### src/rtl/pec_pkg.sv
package pec_pkg;

    localparam int SEL_W     = 8;
    localparam int NUM_LINES = 18;
    localparam int LINE_W    = $clog2(NUM_LINES);

    typedef enum logic [1:0] {
        EK_NONE   = 2'd0,
        EK_LEVEL  = 2'd1,
        EK_RUN    = 2'd2,
        EK_HALVES = 2'd3
    } evt_kind_e;

    typedef struct packed {
        evt_kind_e          kind;
        logic [LINE_W-1:0]  line;
    } evt_map_t;

    function automatic evt_map_t map_code(input logic [SEL_W-1:0] code);
        evt_map_t m;
        m.kind = EK_NONE;
        m.line = '0;
        case (code)
            8'h00, 8'h01, 8'h02, 8'h03, 8'h04,
            8'h05, 8'h06, 8'h07, 8'h08: begin
                m.kind = EK_LEVEL;
                m.line = code[LINE_W-1:0];
            end
            8'h09: begin m.kind = EK_RUN;    m.line = LINE_W'(8);  end
            8'h0A: begin m.kind = EK_LEVEL;  m.line = LINE_W'(9);  end
            8'h0B: begin m.kind = EK_LEVEL;  m.line = LINE_W'(10); end
            8'h0C: begin m.kind = EK_HALVES; m.line = '0;          end
            8'h0D: begin m.kind = EK_LEVEL;  m.line = LINE_W'(11); end
            8'h10: begin m.kind = EK_LEVEL;  m.line = LINE_W'(12); end
            8'h11: begin m.kind = EK_LEVEL;  m.line = LINE_W'(13); end
            8'h12: begin m.kind = EK_LEVEL;  m.line = LINE_W'(14); end
            8'h14: begin m.kind = EK_LEVEL;  m.line = LINE_W'(15); end
            8'h15: begin m.kind = EK_LEVEL;  m.line = LINE_W'(16); end
            8'h16: begin m.kind = EK_LEVEL;  m.line = LINE_W'(17); end
            default: begin m.kind = EK_NONE; m.line = '0; end
        endcase
        return m;
    endfunction

endpackage

### src/rtl/pec_event_decode.sv
module pec_event_decode
    import pec_pkg::*;
(
    input  logic [SEL_W-1:0] code_i,
    output evt_map_t         map_o
);

    always_comb begin
        map_o = map_code(code_i);
    end

endmodule

### src/rtl/pec_counter_lane.sv
module pec_counter_lane
    import pec_pkg::*;
#(
    parameter int CNT_W = 32
) (
    input  logic                 clk_i,
    input  logic                 rst_ni,
    input  logic                 en_i,
    input  logic                 clr_i,
    input  evt_map_t             cur_map_i,
    input  logic                 sel_chg_i,
    input  evt_map_t             nxt_map_i,
    input  logic [NUM_LINES-1:0] evt_i,
    input  logic [1:0]           halves_i,
    input  logic                 wr_i,
    input  logic [CNT_W-1:0]     wr_val_i,
    input  logic                 ovf_clr_i,
    output logic [CNT_W-1:0]     cnt_o,
    output logic                 ovf_o
);

    typedef struct packed {
        logic [CNT_W-1:0] cnt;
        logic             ovf;
        logic             hist;
    } lane_t;

    lane_t lane_d, lane_q;

    logic             cur_lvl;
    logic [1:0]       amt;
    logic [CNT_W:0]   sum;
    logic             ovf_set;
    logic             unused_kind;

    assign unused_kind = ^nxt_map_i.kind;

    always_comb begin
        cur_lvl = evt_i[cur_map_i.line];
        case (cur_map_i.kind)
            EK_LEVEL:  amt = {1'b0, cur_lvl};
            EK_RUN:    amt = {1'b0, cur_lvl & ~lane_q.hist};
            EK_HALVES: amt = halves_i;
            default:   amt = 2'd0;
        endcase
        sum     = {1'b0, lane_q.cnt} + (CNT_W+1)'(amt);
        ovf_set = en_i && !clr_i && !wr_i && sum[CNT_W];

        lane_d      = lane_q;
        lane_d.hist = sel_chg_i ? evt_i[nxt_map_i.line] : cur_lvl;
        if (clr_i) begin
            lane_d.cnt = '0;
        end else if (wr_i) begin
            lane_d.cnt = wr_val_i;
        end else if (en_i) begin
            lane_d.cnt = sum[CNT_W-1:0];
        end
        lane_d.ovf = ovf_set | (lane_q.ovf & ~ovf_clr_i);
    end

    always_ff @(posedge clk_i or negedge rst_ni) begin
        if (!rst_ni) begin
            lane_q <= '0;
        end else begin
            lane_q <= lane_d;
        end
    end

    assign cnt_o = lane_q.cnt;
    assign ovf_o = lane_q.ovf;

endmodule

### src/rtl/perf_evt_counter_pair.sv
module perf_evt_counter_pair
    import pec_pkg::*;
#(
    parameter int CNT_W = 32
) (
    input  logic                 clk_i,
    input  logic                 rst_ni,
    input  logic [1:0]           reg_addr_i,
    input  logic                 reg_wr_i,
    input  logic [31:0]          reg_wdata_i,
    output logic [31:0]          reg_rdata_o,
    input  logic [NUM_LINES-1:0] evt_i,
    input  logic [1:0]           wb_halves_i,
    output logic [1:0]           ovf_o
);

    localparam int NUM_CNT = 2;
    localparam int SEL_LSB = 8;

    typedef struct packed {
        logic                          en;
        logic [NUM_CNT-1:0][SEL_W-1:0] sel;
    } ctl_t;

    ctl_t ctl_d, ctl_q;

    logic                          ctl_wr;
    logic                          clr_all;
    logic [NUM_CNT-1:0][SEL_W-1:0] sel_new;
    logic [NUM_CNT-1:0]            sel_chg;
    logic [NUM_CNT-1:0]            cnt_wr;
    logic [NUM_CNT-1:0]            ovf_clr;
    logic [CNT_W-1:0]              lane_cnt [NUM_CNT];
    logic [CNT_W-1:0]              wr_val;
    logic                          unused_wdata;

    assign unused_wdata = ^reg_wdata_i;
    assign wr_val       = reg_wdata_i[CNT_W-1:0];

    always_comb begin
        ctl_wr  = reg_wr_i && (reg_addr_i == 2'd0);
        clr_all = ctl_wr && reg_wdata_i[1];
        ctl_d   = ctl_q;
        for (int i = 0; i < NUM_CNT; i++) begin
            sel_new[i] = reg_wdata_i[SEL_LSB + i*SEL_W +: SEL_W];
            sel_chg[i] = ctl_wr && (sel_new[i] != ctl_q.sel[i]);
            cnt_wr[i]  = reg_wr_i && (reg_addr_i == 2'(i + 1));
            ovf_clr[i] = ctl_wr && reg_wdata_i[2 + i];
        end
        if (ctl_wr) begin
            ctl_d.en  = reg_wdata_i[0];
            ctl_d.sel = sel_new;
        end
    end

    always_ff @(posedge clk_i or negedge rst_ni) begin
        if (!rst_ni) begin
            ctl_q <= '0;
        end else begin
            ctl_q <= ctl_d;
        end
    end

    for (genvar g = 0; g < NUM_CNT; g++) begin : g_lane
        evt_map_t cur_map, nxt_map;

        pec_event_decode u_dec_cur (
            .code_i (ctl_q.sel[g]),
            .map_o  (cur_map)
        );

        pec_event_decode u_dec_nxt (
            .code_i (sel_new[g]),
            .map_o  (nxt_map)
        );

        pec_counter_lane #(.CNT_W(CNT_W)) u_lane (
            .clk_i     (clk_i),
            .rst_ni    (rst_ni),
            .en_i      (ctl_q.en),
            .clr_i     (clr_all),
            .cur_map_i (cur_map),
            .sel_chg_i (sel_chg[g]),
            .nxt_map_i (nxt_map),
            .evt_i     (evt_i),
            .halves_i  (wb_halves_i),
            .wr_i      (cnt_wr[g]),
            .wr_val_i  (wr_val),
            .ovf_clr_i (ovf_clr[g]),
            .cnt_o     (lane_cnt[g]),
            .ovf_o     (ovf_o[g])
        );
    end

    always_comb begin
        case (reg_addr_i)
            2'd0:    reg_rdata_o = {8'h00, ctl_q.sel[1], ctl_q.sel[0],
                                    4'h0, ovf_o[1], ovf_o[0], 1'b0, ctl_q.en};
            2'd1:    reg_rdata_o = 32'(lane_cnt[0]);
            2'd2:    reg_rdata_o = 32'(lane_cnt[1]);
            default: reg_rdata_o = '0;
        endcase
    end

endmodule

### config.mk
export PLATFORM = sky130hd
export DESIGN_NAME = perf_evt_counter_pair
export DESIGN_NICKNAME = d
export VERILOG_FILES = /design/src/rtl/pec_pkg.sv /design/src/rtl/pec_event_decode.sv /design/src/rtl/pec_counter_lane.sv /design/src/rtl/perf_evt_counter_pair.sv
export SDC_FILE = /design/constraint.sdc
export NUM_CORES = 1
export LEC_CHECK = 0
export ABC_AREA = 1
export CAP_MARGIN = 10
export CORE_ASPECT_RATIO = 1.4
export CORE_MARGIN = 2
export CORE_UTILIZATION = 45
export CTS_CLUSTER_SIZE = 10
export DETAILED_ROUTE_END_ITERATION = 12
export PLACE_DENSITY = 0.68
export SYNTH_ARGS = -nofsm -noshare
export SYNTH_HDL_FRONTEND = slang
export SYNTH_SLANG_ARGS = --single-unit
### constraint.sdc
create_clock -name clk_i -period 3.2 [get_ports clk_i]
set_input_delay 0.32 -clock clk_i [delete_from_list [all_inputs] [get_ports clk_i]]
set_output_delay 0.32 -clock clk_i [all_outputs]
set_load 0.02 [all_outputs]
======== Word level (Yosys, flattened, before mapping) ========
Index checks and enable logic that the tools add are counted.
word-level totals
  logic and storage cells ................. 161
  output and inout bits ................... 34
  input bits .............................. 57
  bits in registers ....................... 85
operators by class
  order comparisons ....................... 4
  bitwise operators ....................... 10
  reductions and logical operators ........ 27
  multiplexer cells ....................... 23
  eq/ne operators ......................... 86
  add/sub/neg operators ................... 2
operators by type and width
  kind                  count
  $eq A8 B4 Y1 const B  24
  $eq A8 B5 Y1 const B  24
  $mux W32              6
  $pmux W7 S12          2
  $eq A8 B3 Y1 const B  16
  $pmux W5 S12          2
  $pmux W32 S3          1
  $add A32 B2 Y33       2
  $eq A8 B2 Y1 const B  8
  $reduce_or A9 Y1      4
  $eq A8 B1 Y1 const B  4
  $logic_not A8 Y1      4
  $lt A5 B6 Y1 const B  4
  $bmux W1 S5           4
  $ne A8 B8 Y1          2
  $logic_and A1 B1 Y1   13
  $pmux W2 S3           2
  $eq A2 B2 Y1 const B  5
  $eq A2 B1 Y1 const B  3
  $mux W1               6
  $reduce_bool A3 Y1    2
  $and A1 B1 Y1         4
  $not A1 Y1            4
  $logic_not A1 Y1      3
  2 further kinds       3

======== Longest topological paths before layout ========
  depth in word-level cells ............... 11
  mapped depth ............................ 33
  mapped depth without buffers ............ 32

======== Cells and area by module ========
A second synthesis with hierarchy kept.
unflattened totals
  cells, all modules ...................... 1629
  area total of the unflattened synthesis .. 9357.7 sq um
by module, submodules not included
  module                                seq. area each (sq um)  times used  cells each  area an instance (sq um)
  pec_counter_lane at g_lane[0].u_lane  850.8                   1           549         3303.2
  pec_counter_lane at g_lane[1].u_lane  850.8                   1           538         3254.4
  perf_evt_counter_pair                 425.4                   1           294         1654.1
  pec_event_decode                      0.0                     4           62          286.5

======== Worst setup path before layout ========
Ideal clock, no wire load.
  path kind ............................... register -> register
  start ................................... reg ctl_q[14] (netlist bit)
  end ..................................... reg g_lane[1].u_lane.lane_q, in the netlist g_lane[1].u_lane.cnt_o[24]
  period minus slack after synthesis ...... 3304 ps
  stages on the path, launching flop included .. 30
  slack ................................... -104 ps
  arrival ................................. 3170 ps
  library setup time ...................... 134 ps
  required time ........................... 3066 ps
  path buffers ............................ 1
  path through ............................ dfrtp_1 -> inv_1 -> nand2_1 -> nor2_4 -> nand4_2 -> nand3_2 -> buf_6 -> nand2_1 -> nand3_1 -> nand2_1 -> nand2_1 -> nand2_1 -> nor2_1 -> nand2_1 -> nand2_1 -> nand3_1 -> nand3_1 -> ha_1 -> fa_1 -> nand2_1 -> nor2_2 -> nand4_2 -> nor3_4 -> nand3_2 -> nor3_2 -> inv_2 -> o21ai_1 -> a21oi_1 -> o21ai_1 -> o21ai_0
on the way
  word-level cells in the longest chain between the ends .. 11
  elaborated cells between the ends (all ways) .. 33
  classes of those cells .................. add/sub: 1; eq/ne: 22; mux: 7; bitwise: 1; reduce/logical: 2
ends and longest elaborated chain
  element                                     line                         text
  from (decl)                                 perf_evt_counter_pair.sv:25  ctl_t ctl_d, ctl_q;
  from (signal assigned)                      perf_evt_counter_pair.sv:60  ctl_q <= ctl_d;
  $eq A8 B1 Y1, or another cell as far along  pec_pkg.sv:23                case (code)
  $reduce_or A9 Y1                            pec_pkg.sv:23
  $pmux W7 S12 (*)                            pec_pkg.sv:23
  $bmux W1 S5                                 pec_counter_lane.sv:39       cur_lvl = evt_i[cur_map_i.line];
  $mux W1 (implied by the code)               pec_counter_lane.sv:39
  $and A1 B1 Y1                               pec_counter_lane.sv:42       EK_RUN: amt = {1'b0, cur_lvl & ~lane_q.hist};
  $pmux W2 S3 (*)                             pec_counter_lane.sv:40       case (cur_map_i.kind)
  $add A32 B2 Y33 (*)                         pec_counter_lane.sv:46       sum = {1'b0, lane_q.cnt} + (CNT_W+1)'(amt);
  $mux W32 (*)                                pec_counter_lane.sv:55       end else if (en_i) begin
  $mux W32 (*)                                pec_counter_lane.sv:53       end else if (wr_i) begin
  $mux W32 (*)                                pec_counter_lane.sv:51       if (clr_i) begin
  to (signal assigned)                        pec_counter_lane.sv:65       lane_q <= lane_d;
  to (decl)                                   pec_counter_lane.sv:28       lane_t lane_d, lane_q;
Every way passes the cells marked *; elsewhere a longest branch is shown, timed or not. The select of a mux whose other input is x is not followed.
A chain may end at the register's enable or synchronous reset.

======== Worst setup path in the final report ========
  start ................................... reg ctl_q[11] (netlist bit)
  end ..................................... reg g_lane[1].u_lane.lane_q, in the netlist g_lane[1].u_lane.cnt_o[24]
The elaborated chain is that of the path after synthesis.

==> impl_metrics.toml <==
[outcome]
status = "finished with violations"
violations = "hold timing, setup timing"

[grt]
antenna_found_initial = 0
grt_max_degree = 47
grt_pass1_wl_mm = 51.01
use_met3 = 0.04151
grt_overflow_total = 0
grt_util_met2 = 0.6201
grt_use_total = 0.3535
grt.busiest_layer = "met2"
grt_pass1_vias = 9618
grtUsageMet1 = 0.4114

[placed_design]
place_hpwl_mm = 24.41
dp_cells = 1655
dpl_cell_area_sq_um = 10040
dpl_worst_slack_ns = -0.5105
gp_routability_congestion = 0.9170
port_buffers = 90

[yosys]
syn_nets = 1302
synth_top_area_share = 0.2691
synth_xor_xnor_area_share = 0.01773
synthMuxAreaShare = 0.002533
synth_top_family_by_area = "simple AND/OR/NAND/NOR gates"
synth-seq-area-share = 0.2691
ys_ff_latch = 85
synth-edff-count = 0
synth_cell_types = 53
netlist_area_sq_um = 7904
async_flop_share = 1.000
synth-compound-area-share = 0.2028
yosysTopAreaCell = "dfrtp_1"
yosys.area_share.simple = 0.3858
yosysWarnings = 0
synthAdderAreaFrac = 0.01140
synthFlopType = "dfrtp_1"
syn_area_per_cell_sq_um = 6.379
synth.area.top_cells = "dfrtp_1, nand2_1, inv_1, o21ai_0, nand3_1"
syn_inst = 1239

[routing]
drtIter0Drc = 889
drc = 0
vias_per_cell = 5.836
postRouteAntennaNets = 0
num_vias = 10020
drt-wirelength-per-cell_um = 19.53
drt_wl_total_mm = 33.52
dr.pass1.iters = 7

[cells_and_area]
final_cell_mix = "nand2_1, inv_1, buf_4"
layout-drive-gt1-share = 0.2818
stdcell_area_sq_um = 11460
fin_cells = 1716
n_antenna_cell = 0
syn_to_final_growth_pct = 45.02
layout.nets = 1538
fillCellCount = 1554
utilization = 0.6641
final_common_cell = "nand2_1"

[die]
io_pins = 91
initial_core_util = 0.4580
die_h_um = 160.8
die_x_um = 116.0
dieArea_sq_um = 18650
num_rows = 57
core_sq_um = 17260

[timing]
slew_headroom = 0.5548
fmax_mhz = 265.2
whs_ns = -0.004787
period_minus_slack_ns = 3.771
rsz0062_at_grt = "true"
period_share = 1.178
timing.clock.skew_ns = 0.01020
final_hold_viol_count = 2
final_max_slew_viol_count = 0
tightestPinTransition_ns = 0.6678
worst_slack_ns = -0.5710
finalSetupViolCount = 47

[power]
p_comb_frac = 0.503
leakagePower_uw = 0.005206
p_per_area_nw_per_um2 = 536.4
power_frac_seq = 0.322
power.switching_uw = 2806
p_sw_frac = 0.4564
vdd_drop_max_mv = 0.4623
intPower_uw = 3343
clockPowerShare = 0.175
power_uw = 6148

[critical_path]
r2r_slack_ns = -0.57
reg2reg_from = "ctl_q[11]"
path_class = "reg -> reg"
endpoint_kind = "flip-flop"
cp_max_fo = 7
crit_start = "ctl_q[11]"
worstPathRequired_ns = 3.41
worstSetupStartpointType = "flip-flop"
r2r_end = "g_lane[1].u_lane.cnt_o[24]"
worstSetupEndpoint = "g_lane[1].u_lane.cnt_o[24]"
r2r_cells = 27
crit_arrival_ns = 3.98

[cts]
cts_buffers = 9
clock_sinks = 85
cts_root_buffer = "clkbuf_16"
clk_latency_ns = 0.34
cts_hold_buf = 0
clk_pin_slew_ns = 0.07
htreeDepth = 3
cts_tree = "done"
cts_buffer_depth = 2

[min_path]
hold_class = "in -> async"

[run]
max_cap_violations = 0
==> routing by layer <==
metal	up-vias	share of wire
li1	4701	-
met1	4738	0.37
met2	448	0.51
met3	128	0.059
met4	0	0.067
met5	-	0
==> cell families (layout without fill, tap and decap cells) <==
kind of cell	after synthesis	count (layout)
AND/OR/NAND/NOR	637	640
AO/OA/AOI/OAI	272	272
buffers and inverters	221	459
flip-flops	85	85
XOR/XNOR	16	16
adder cells (fa/ha/maj)	6	6
multiplexers	2	2
==> flip-flops by register name (all words and copies together), names as in the netlist <==
| signal | flops |
|---|---|
| ctl_q | 17 |
| g_lane.u_lane.lane_q | 2 |
| g_lane.u_lane.ovf_o | 2 |
| g_lane.u_lane.cnt_o | 64 |
==> critical path: stages (launching register included) <==
cell	delay, ns
dfrtp_2	0.47
nand2_2	0.11
buf_6	0.14
nand4_1	0.12
buf_4	0.12
nand4_1	0.17
nand3_1	0.14
nand2_1	0.06
nand2_1	0.05
nand2_1	0.05
nor2_1	0.16
nand2_1	0.12
nand2_2	0.09
nand3_2	0.08
nand3_4	0.09
ha_4	0.15
fa_2	0.21
nand2_2	0.07
nor2_4	0.12
nand4_4	0.10
nor3_4	0.30
nand3_4	0.15
nor3_4	0.16
inv_2	0.08
o21ai_2	0.10
a21oi_1	0.06
o21ai_1	0.09
o21ai_1	0.07
==> final cells by class <==
type                       instances  area [sq um]  share of cell area
tap                              236         295.3             0.02576
timing repair buffer             263          2431              0.2121
clock inverter                     6         65.06            0.005676
clock buffer                      10         229.0             0.01998
inverter                         180         695.7             0.06069
sequential                        85          2135              0.1862
multi-input combinational        936          5612              0.4896
==> power groups by stage <==
stage | Clock (uW) | Sequential [uW] | Combinational (uW)
3_5_place_dp | 0 | 1930 | 2610
5_1_grt | 1130 | 2030 | 3360
4_1_cts | 1080 | 1940 | 2890
2_1_floorplan | 0 | 1800 | 1630
6_report | 1080 | 1980 | 3100
3_3_place_gp | 0 | 1920 | 2590
==> worst min path at each step <==
stage / start / endpoint / slack, ns / cells after the start
4_1_cts: rst_ni / g_lane[0].u_lane.cnt_o[12] / 0.02 / 1
5_1_grt: rst_ni / ctl_q[3] / 0.05 / 1
3_5_place_dp: rst_ni / ctl_q[3] / 0.39 / 1
2_1_floorplan: rst_ni / ctl_q[0] / 0.02 / 0
6_report: rst_ni / ctl_q[0] / -0.005 / 1
3_3_place_gp: rst_ni / ctl_q[2] / 0.38 / 1
==> what timing repair did <==
| item | CTS | global route |
|---|---|---|
| cloned | 3 | 0 |
| endpoints found under the hold margin | 0 | 0 |
| pin swaps | 39 | 57 |
| gates resized for setup | 139 | 126 |
| endpoints found under the setup margin | 48 | 61 |
| buffers inserted | 32 | 24 |
==> cells in the mapped netlist, types with 5 or more instances <==
cell        n
nor2_2      8
a31oi_1     5
nor3_1     34
o211ai_1   16
buf_2      12
o21ai_0   110
nor4_1     14
clkbuf_1   22
inv_2      25
nand2_1   311
nand3_1    90
o21ai_1    17
nor3_2      6
xor2_1     15
nand3_2     6
a21oi_1    42
dfrtp_1    85
nand4_1    37
inv_1     154
nor2_1     90
o22ai_1    44
nor2_4     13
nand2_2     8
o221ai_1   21
==> metrics by stage <==
stage	hold slack (ns)	TNS, ns
final	-0.004787	-16.18
after global routing	0.04511	-29.49
after global placement	0.3832	-10.23
after detailed placement	0.3880	-13.96
after floorplan	0.02441	-0.1871
after CTS	0.02124	-10.23
(Power assumes the default switching activity.)
